<file path="config.mk">
export PLATFORM = sky130hd
export DESIGN_NAME = tbase_timer
export DESIGN_NICKNAME = d
export VERILOG_FILES = /design/src/rtl/tbase_pkg.sv /design/src/rtl/tbase_tick_src.sv /design/src/rtl/tbase_counter.sv /design/src/rtl/tbase_ovf_flag.sv /design/src/rtl/tbase_idle_ctl.sv /design/src/rtl/tbase_timer.sv
export SDC_FILE = /design/constraint.sdc
export NUM_CORES = 1
export LEC_CHECK = 0
export ABC_AREA = 0
export BUFFER_PORTS_ARGS = -buffer_cell sky130_fd_sc_hd__buf_2
export CAP_MARGIN = 20
export CORE_MARGIN = 2
export CORE_UTILIZATION = 30
export DETAILED_ROUTE_END_ITERATION = 12
export PLACE_DENSITY = 0.68
export SYNTH_ARGS = -nofsm -noshare
export SYNTH_HDL_FRONTEND = slang
export SYNTH_SLANG_ARGS = --single-unit
export TNS_END_PERCENT = 5
</file>
<file path="constraint.sdc">
create_clock -name clk -period 1.7 [get_ports clk]
set_input_delay 0.34 -clock clk [delete_from_list [all_inputs] [get_ports clk]]
set_output_delay 0.34 -clock clk [all_outputs]
set_load 0.01 [all_outputs]
</file>
<file path="src/rtl/tbase_pkg.sv">
package tbase_pkg;
    typedef enum logic [0:0] {
        ST_RUN  = 1'b0,
        ST_IDLE = 1'b1
    } idle_state_e;
endpackage

</file>
<file path="src/rtl/tbase_tick_src.sv">
module tbase_tick_src #(
    parameter bit EXT_EVENTS = 1'b0
) (
    input  logic clk,
    input  logic rst_n,
    input  logic base_tick,
    input  logic event_in,
    output logic tick
);
    generate
        if (EXT_EVENTS) begin : g_ext
            logic ev_q;
            always_ff @(posedge clk) begin
                if (!rst_n) ev_q <= 1'b0;
                else        ev_q <= event_in;
            end
            assign tick = event_in & ~ev_q;

            // a held-high level produces only one tick
            a_r9_one_per_edge: assert property (@(posedge clk) disable iff (!rst_n)
                tick |=> !tick);
        end else begin : g_int
            assign tick = base_tick;
        end
    endgenerate
endmodule

</file>
<file path="src/rtl/tbase_counter.sv">
module tbase_counter #(
    parameter int CNT_W = 8,
    localparam int NIB_W = CNT_W / 2
) (
    input  logic             clk,
    input  logic             rst_n,
    input  logic             tick,
    input  logic             load,
    input  logic [NIB_W-1:0] hi_nib,
    input  logic [NIB_W-1:0] lo_nib,
    output logic [CNT_W-1:0] cnt,
    output logic             wrap
);
    logic [CNT_W-1:0] cnt_q;

    always_ff @(posedge clk) begin
        if (!rst_n)    cnt_q <= '0;
        else if (load) cnt_q <= {hi_nib, lo_nib};
        else if (tick) cnt_q <= cnt_q + 1'b1;
    end

    assign cnt  = cnt_q;
    assign wrap = tick & ~load & (&cnt_q);

    // a counted tick advances by one
    a_r2_increment: assert property (@(posedge clk) disable iff (!rst_n)
        (tick && !load) |=> cnt_q == CNT_W'($past(cnt_q) + 1'b1));
    // no tick, no load, no change
    a_r2_hold: assert property (@(posedge clk) disable iff (!rst_n)
        (!tick && !load) |=> $stable(cnt_q));
    // load writes both nibbles
    a_r5_load: assert property (@(posedge clk) disable iff (!rst_n)
        load |=> cnt_q == $past({hi_nib, lo_nib}));
endmodule

</file>
<file path="src/rtl/tbase_ovf_flag.sv">
module tbase_ovf_flag (
    input  logic clk,
    input  logic rst_n,
    input  logic wrap,
    input  logic load_msb,
    input  logic test,
    output logic flag
);
    logic flag_q;
    logic set_any;

    assign set_any = wrap | load_msb;

    always_ff @(posedge clk) begin
        if (!rst_n)       flag_q <= 1'b0;
        else if (set_any) flag_q <= 1'b1;
        else if (test)    flag_q <= 1'b0;
    end

    assign flag = flag_q;

    // wrap sets the flag
    a_r3_wrap_sets: assert property (@(posedge clk) disable iff (!rst_n)
        wrap |=> flag_q);
    // loaded bit 7 sets the flag
    a_r6_load_msb: assert property (@(posedge clk) disable iff (!rst_n)
        load_msb |=> flag_q);
    // a test without a coinciding set clears the flag
    a_r4_test_clears: assert property (@(posedge clk) disable iff (!rst_n)
        (test && !wrap && !load_msb) |=> !flag_q);
    // without set or test the flag holds
    a_r10_hold: assert property (@(posedge clk) disable iff (!rst_n)
        (!test && !wrap && !load_msb) |=> $stable(flag_q));
endmodule

</file>
<file path="src/rtl/tbase_idle_ctl.sv">
module tbase_idle_ctl
    import tbase_pkg::*;
(
    input  logic clk,
    input  logic rst_n,
    input  logic idle_req,
    input  logic wrap,
    output logic halt
);
    idle_state_e state_q, state_d;

    always_ff @(posedge clk) begin
        if (!rst_n) state_q <= ST_RUN;
        else        state_q <= state_d;
    end

    always_comb begin
        state_d = state_q;
        unique case (state_q)
            ST_RUN:  if (idle_req) state_d = ST_IDLE;
            ST_IDLE: if (wrap)     state_d = ST_RUN;
            default: state_d = ST_RUN;
        endcase
    end

    always_comb begin
        unique case (state_q)
            ST_IDLE: halt = 1'b1;
            default: halt = 1'b0;
        endcase
    end

    // idle persists until a wrap
    a_r7_stay_idle: assert property (@(posedge clk) disable iff (!rst_n)
        (state_q == ST_IDLE && !wrap) |=> halt);
    // a wrap during idle wakes
    a_r7_wake: assert property (@(posedge clk) disable iff (!rst_n)
        (state_q == ST_IDLE && wrap) |=> !halt);
    // request from run enters idle
    a_r7_enter: assert property (@(posedge clk) disable iff (!rst_n)
        (state_q == ST_RUN && idle_req) |=> halt);
endmodule

</file>
<file path="src/rtl/tbase_timer.sv">
module tbase_timer #(
    parameter int CNT_W      = 8,
    parameter bit EXT_EVENTS = 1'b0,
    localparam int NIB_W     = CNT_W / 2
) (
    input  logic             clk,
    input  logic             rst_n,
    input  logic             load_stb,
    input  logic [NIB_W-1:0] acc_nib,
    input  logic [NIB_W-1:0] ram_nib,
    input  logic             test_stb,
    input  logic             idle_req,
    input  logic             base_tick,
    input  logic             event_in,
    output logic             skip_req,
    output logic [CNT_W-1:0] count,
    output logic             halt
);
    logic tick;
    logic wrap;
    logic flag;
    logic load_g;
    logic test_g;
    logic idle_g;

    assign load_g = load_stb & ~halt;
    assign test_g = test_stb & ~halt;
    assign idle_g = idle_req & ~halt;

    tbase_tick_src #(.EXT_EVENTS(EXT_EVENTS)) u_src (
        .clk       (clk),
        .rst_n     (rst_n),
        .base_tick (base_tick),
        .event_in  (event_in),
        .tick      (tick)
    );

    tbase_counter #(.CNT_W(CNT_W)) u_cnt (
        .clk    (clk),
        .rst_n  (rst_n),
        .tick   (tick),
        .load   (load_g),
        .hi_nib (acc_nib),
        .lo_nib (ram_nib),
        .cnt    (count),
        .wrap   (wrap)
    );

    tbase_ovf_flag u_flag (
        .clk      (clk),
        .rst_n    (rst_n),
        .wrap     (wrap),
        .load_msb (load_g & acc_nib[NIB_W-1]),
        .test     (test_g),
        .flag     (flag)
    );

    tbase_idle_ctl u_idle (
        .clk      (clk),
        .rst_n    (rst_n),
        .idle_req (idle_g),
        .wrap     (wrap),
        .halt     (halt)
    );

    assign skip_req = test_g & flag;

    // no skip while halted
    a_r8_no_skip_halted: assert property (@(posedge clk) disable iff (!rst_n)
        halt |-> !skip_req);
    // a halted load does not replace the count
    a_r8_load_ignored: assert property (@(posedge clk) disable iff (!rst_n)
        (halt && !tick) |=> $stable(count));
endmodule

</file>
==> summary.log <==
INFO  power_and_ir_drop power.density_cell_area=865.5nW/µm²
INFO  synth          ys_async_sr_fraction=0%
INFO  sta            slew_headroom=62.21%
INFO  cts            ctsLongestPathBuffers=2
INFO  synth          netlist.top_cell.by_area=sky130_fd_sc_hd__dfxtp_1
INFO  floorplanning  die_h=45.76µm
INFO  setup_path     critical_path.startpoint_type=flip-flop
INFO  sta            period_needed=1371ps
INFO  cells_and_area fin_util=40.59%
INFO  sta            fin_hold_ws=346.0ps
INFO  sta            final-max-slew-violation-count=0
INFO  worst_hold_path min-delay-start=acc_nib[0]
INFO  setup_path     crit_fanout=7
INFO  setup_path     r2r_path_start=u_idle.state_q
INFO  cells_and_area layout.cell_area.non_filler=685.7µm²
INFO  sta            final-hold-violation-count=0
INFO  detailed_routing ant_nets=0
INFO  synth          syn_area=523.0µm²
INFO  grt            first_global_vias=481
INFO  cells_and_area nets=105
INFO  setup_path     worst-endpoint-arrival=1520ps
INFO  synth          yosys.area.top_type_share=38.28%
INFO  grt            track_usage=13.89%
INFO  grt            grt_start_max_net_pins=17
INFO  synth          postSynthCellCount=63
INFO  sta            max_clock_freq=0.7293GHz
INFO  worst_hold_path worst_hold_path.num_cells=3
INFO  sta            max_slew.worst_pin.slew=566.8ps
INFO  setup_path     worst_r2r_path_depth=3
INFO  sta            finalCritPeriodShare=80.66%
INFO  floorplanning  num_io_pins=25
INFO  cells_and_area syn_to_final_growth=31.10%
INFO  setup_path     timing.rr.end=u_cnt.cnt[7]
INFO  synth          ys_types=25
INFO  cts            worst_skew_late_latency=260ps
INFO  cells_and_area ff_latch_area=200.2µm²
INFO  synth          synth.top_cells.by_area=sky130_fd_sc_hd__dfxtp_1 (38%), sky130_fd_sc_hd__a211oi_1 (5.7%), sky130_fd_sc_hd__nand4_1 (4.8%)
INFO  placed_design  gpl.final_weighted_congestion=0.7396
INFO  worst_hold_path hold-path-endpoint=u_cnt.cnt[4]
INFO  placed_design  placedInstanceArea=649.4µm²
INFO  floorplanning  initial_core_util=30.96%
INFO  setup_path     worst-r2r-setup-slack=330ps
INFO  cells_and_area multi_input_combinational_cell_area=305.3µm²
INFO  worst_hold_path min-delay-path-class=in2reg
INFO  grt            grt_antenna_before_repair=0
INFO  detailed_routing drc_errors=0
INFO  cts            cts_tree=built
INFO  synth          postSynth.topFlopCell=sky130_fd_sc_hd__dfxtp_1
INFO  cts            cts_setup_buffers=0
INFO  floorplanning  die_ar=2094µm²
INFO  synth          synth.avg_cell_area=8.302µm²
INFO  detailed_routing via_per_instance_ratio=5.286
INFO  synth          post-synth-top-count-cell=sky130_fd_sc_hd__dfxtp_1
INFO  setup_path     timing.critical_path.required=1850ps
INFO  flow_run       max_cap_viol_count=0
INFO  cells_and_area num_antenna_cells=0
INFO  cts            cts_root_cell=sky130_fd_sc_hd__clkbuf_4
INFO  detailed_routing routed_wire_length_per_instance=12.03µm
INFO  synth          synth_nets=79
INFO  power_and_ir_drop power_switching=0.1624mW
INFO  synth          synth_seq_area_share=38.28%
INFO  detailed_routing num_vias=555
INFO  cells_and_area fillers=186
INFO  power_and_ir_drop seq_power_share=46.9%
INFO  cts            ctsHtreeMaxLevel=1
INFO  floorplanning  std_cell_rows=15
INFO  floorplanning  chipWidth=45.76µm
INFO  cts            cts-resized-gates=0
INFO  placed_design  port_buffers=23
INFO  power_and_ir_drop internal_power=0.4310mW
INFO  cts            cts_sinks=10
INFO  sta            timing.final.setup_violations=0
INFO  power_and_ir_drop power.ir.vdd_worst=0.3374mV
INFO  run_status     status=finished clean
INFO  cells_and_area post_route_cells_drive_above_1_share=30.68%
INFO  floorplanning  fp.coreArea=1689µm²
INFO  detailed_routing detail_route.first_pass.iterations=4
INFO  grt            grt_first_pass_wirelength=1980µm
INFO  sta            final.setup_skew=4.142ps
INFO  sta            setup_tns=0ps
INFO  cts            hold_buffers=0
INFO  detailed_routing dr.first_iter.drc_count=18
INFO  cts            cts-buffers-inserted=3
INFO  synth          synth.ff_latch_count=10
INFO  power_and_ir_drop leakagePower=0.3024nW
INFO  power_and_ir_drop total_power=0.5934mW
INFO  detailed_routing finalWirelength=1263µm
INFO  synth          yosys_warnings=0
INFO  cts            clkSlewWorstSetupHoldPaths=70ps
INFO  synth          post_synth_most_frequent_cells=sky130_fd_sc_hd__dfxtp_1 (10), sky130_fd_sc_hd__nor2_1 (6), sky130_fd_sc_hd__o21ai_0 (5)
INFO  sta            setup_repair_after_global_routing_missed_its_margin=false
INFO  power_and_ir_drop power.share.switching=27.36%
INFO  power_and_ir_drop clkPwrFrac=36.4%
INFO  setup_path     critical_path.endpoint_type=flip-flop
INFO  power_and_ir_drop power.share.combinational=16.7%
INFO  setup_path     crit_type=reg2reg
INFO  grt            overflow=0
INFO  synth          synth_edf_count=0
[power by group through the flow]
stage / combinational, mW / clock [mW] / sequential [mW]
after floorplan: 0.0506 / 0 / 0.287
after global placement: 0.0969 / 0 / 0.282
after detailed placement: 0.0994 / 0 / 0.284
after CTS: 0.100 / 0.222 / 0.278
after global routing: 0.111 / 0.236 / 0.282
final: 0.0991 / 0.216 / 0.278
[layout make-up]
class / count / area share (%)
clock buffers: 4 / 5.292
inverters: 2 / 1.095
multi-input cells: 49 / 44.53
flip-flops and latches: 10 / 29.20
well taps: 17 / 3.102
repair buffers: 23 / 16.79
[routing by layer]
| layer | part of all wire (%) | up-vias | GRT usage (%) |
|---|---|---|---|
| li1 | - | 289 | - |
| met1 | 47 | 245 | 16.18 |
| met2 | 46 | 19 | 21.69 |
| met3 | 5.4 | 2 | 3.571 |
| met4 | 1.5 | 0 | 10.29 |
| met5 | 0 | - | 0 |
[cell families after synthesis]
group	count (synthesis)	share of synthesized area [%]
AO/OA/AOI/OAI	19	22.25
XOR/XNOR	4	6.700
adder cells (fa/ha/maj)	1	2.392
buffers and inverters	4	3.350
flip-flops	10	38.28
multiplexers	1	1.914
AND/OR/NAND/NOR	24	25.12
[state kept, by name, summed over array words and instances (netlist names)]
name	cells
u_cnt.cnt	8
u_idle.state_q	1
u_flag.flag	1
[stage by stage]
stage | instances | setup slack [ps]
final | 105 | 328.8
after global routing | 105 | 251.8
after CTS | 105 | 323.2
after detailed placement | 101 | 284.5
after global placement | 101 | 315.0
after floorplan | 63 | 342.3
[critical path: stages, from the launching register on]
cell	delay (ps)
sky130_fd_sc_hd__dfxtp_1	390
sky130_fd_sc_hd__and3b_1	230
sky130_fd_sc_hd__or4_1	510
sky130_fd_sc_hd__o311a_1	130
[cells in the final DEF, fill, tap and decap left out, drive strengths merged, types with 4 or more instances in the layout]
master	count
a211oi	4
nor2	6
nand4	4
nand2	4
o21ai	7
a21oi	4
buf	23
clkbuf	4
dfxtp	10
[how the worst max path moves through the flow]
stage	from	to	slack, ps	cells after the start
global placement	load_stb	u_cnt.cnt[7]	320	4
detailed placement	load_stb	u_cnt.cnt[7]	280	4
global route	u_idle.state_q	u_cnt.cnt[1]	250	3
finish	u_idle.state_q	u_cnt.cnt[7]	330	3
floorplan	u_idle.state_q	u_cnt.cnt[7]	340	3
CTS	u_idle.state_q	u_cnt.cnt[7]	320	3
No activity file was read; power rests on OpenSTA's default activity.
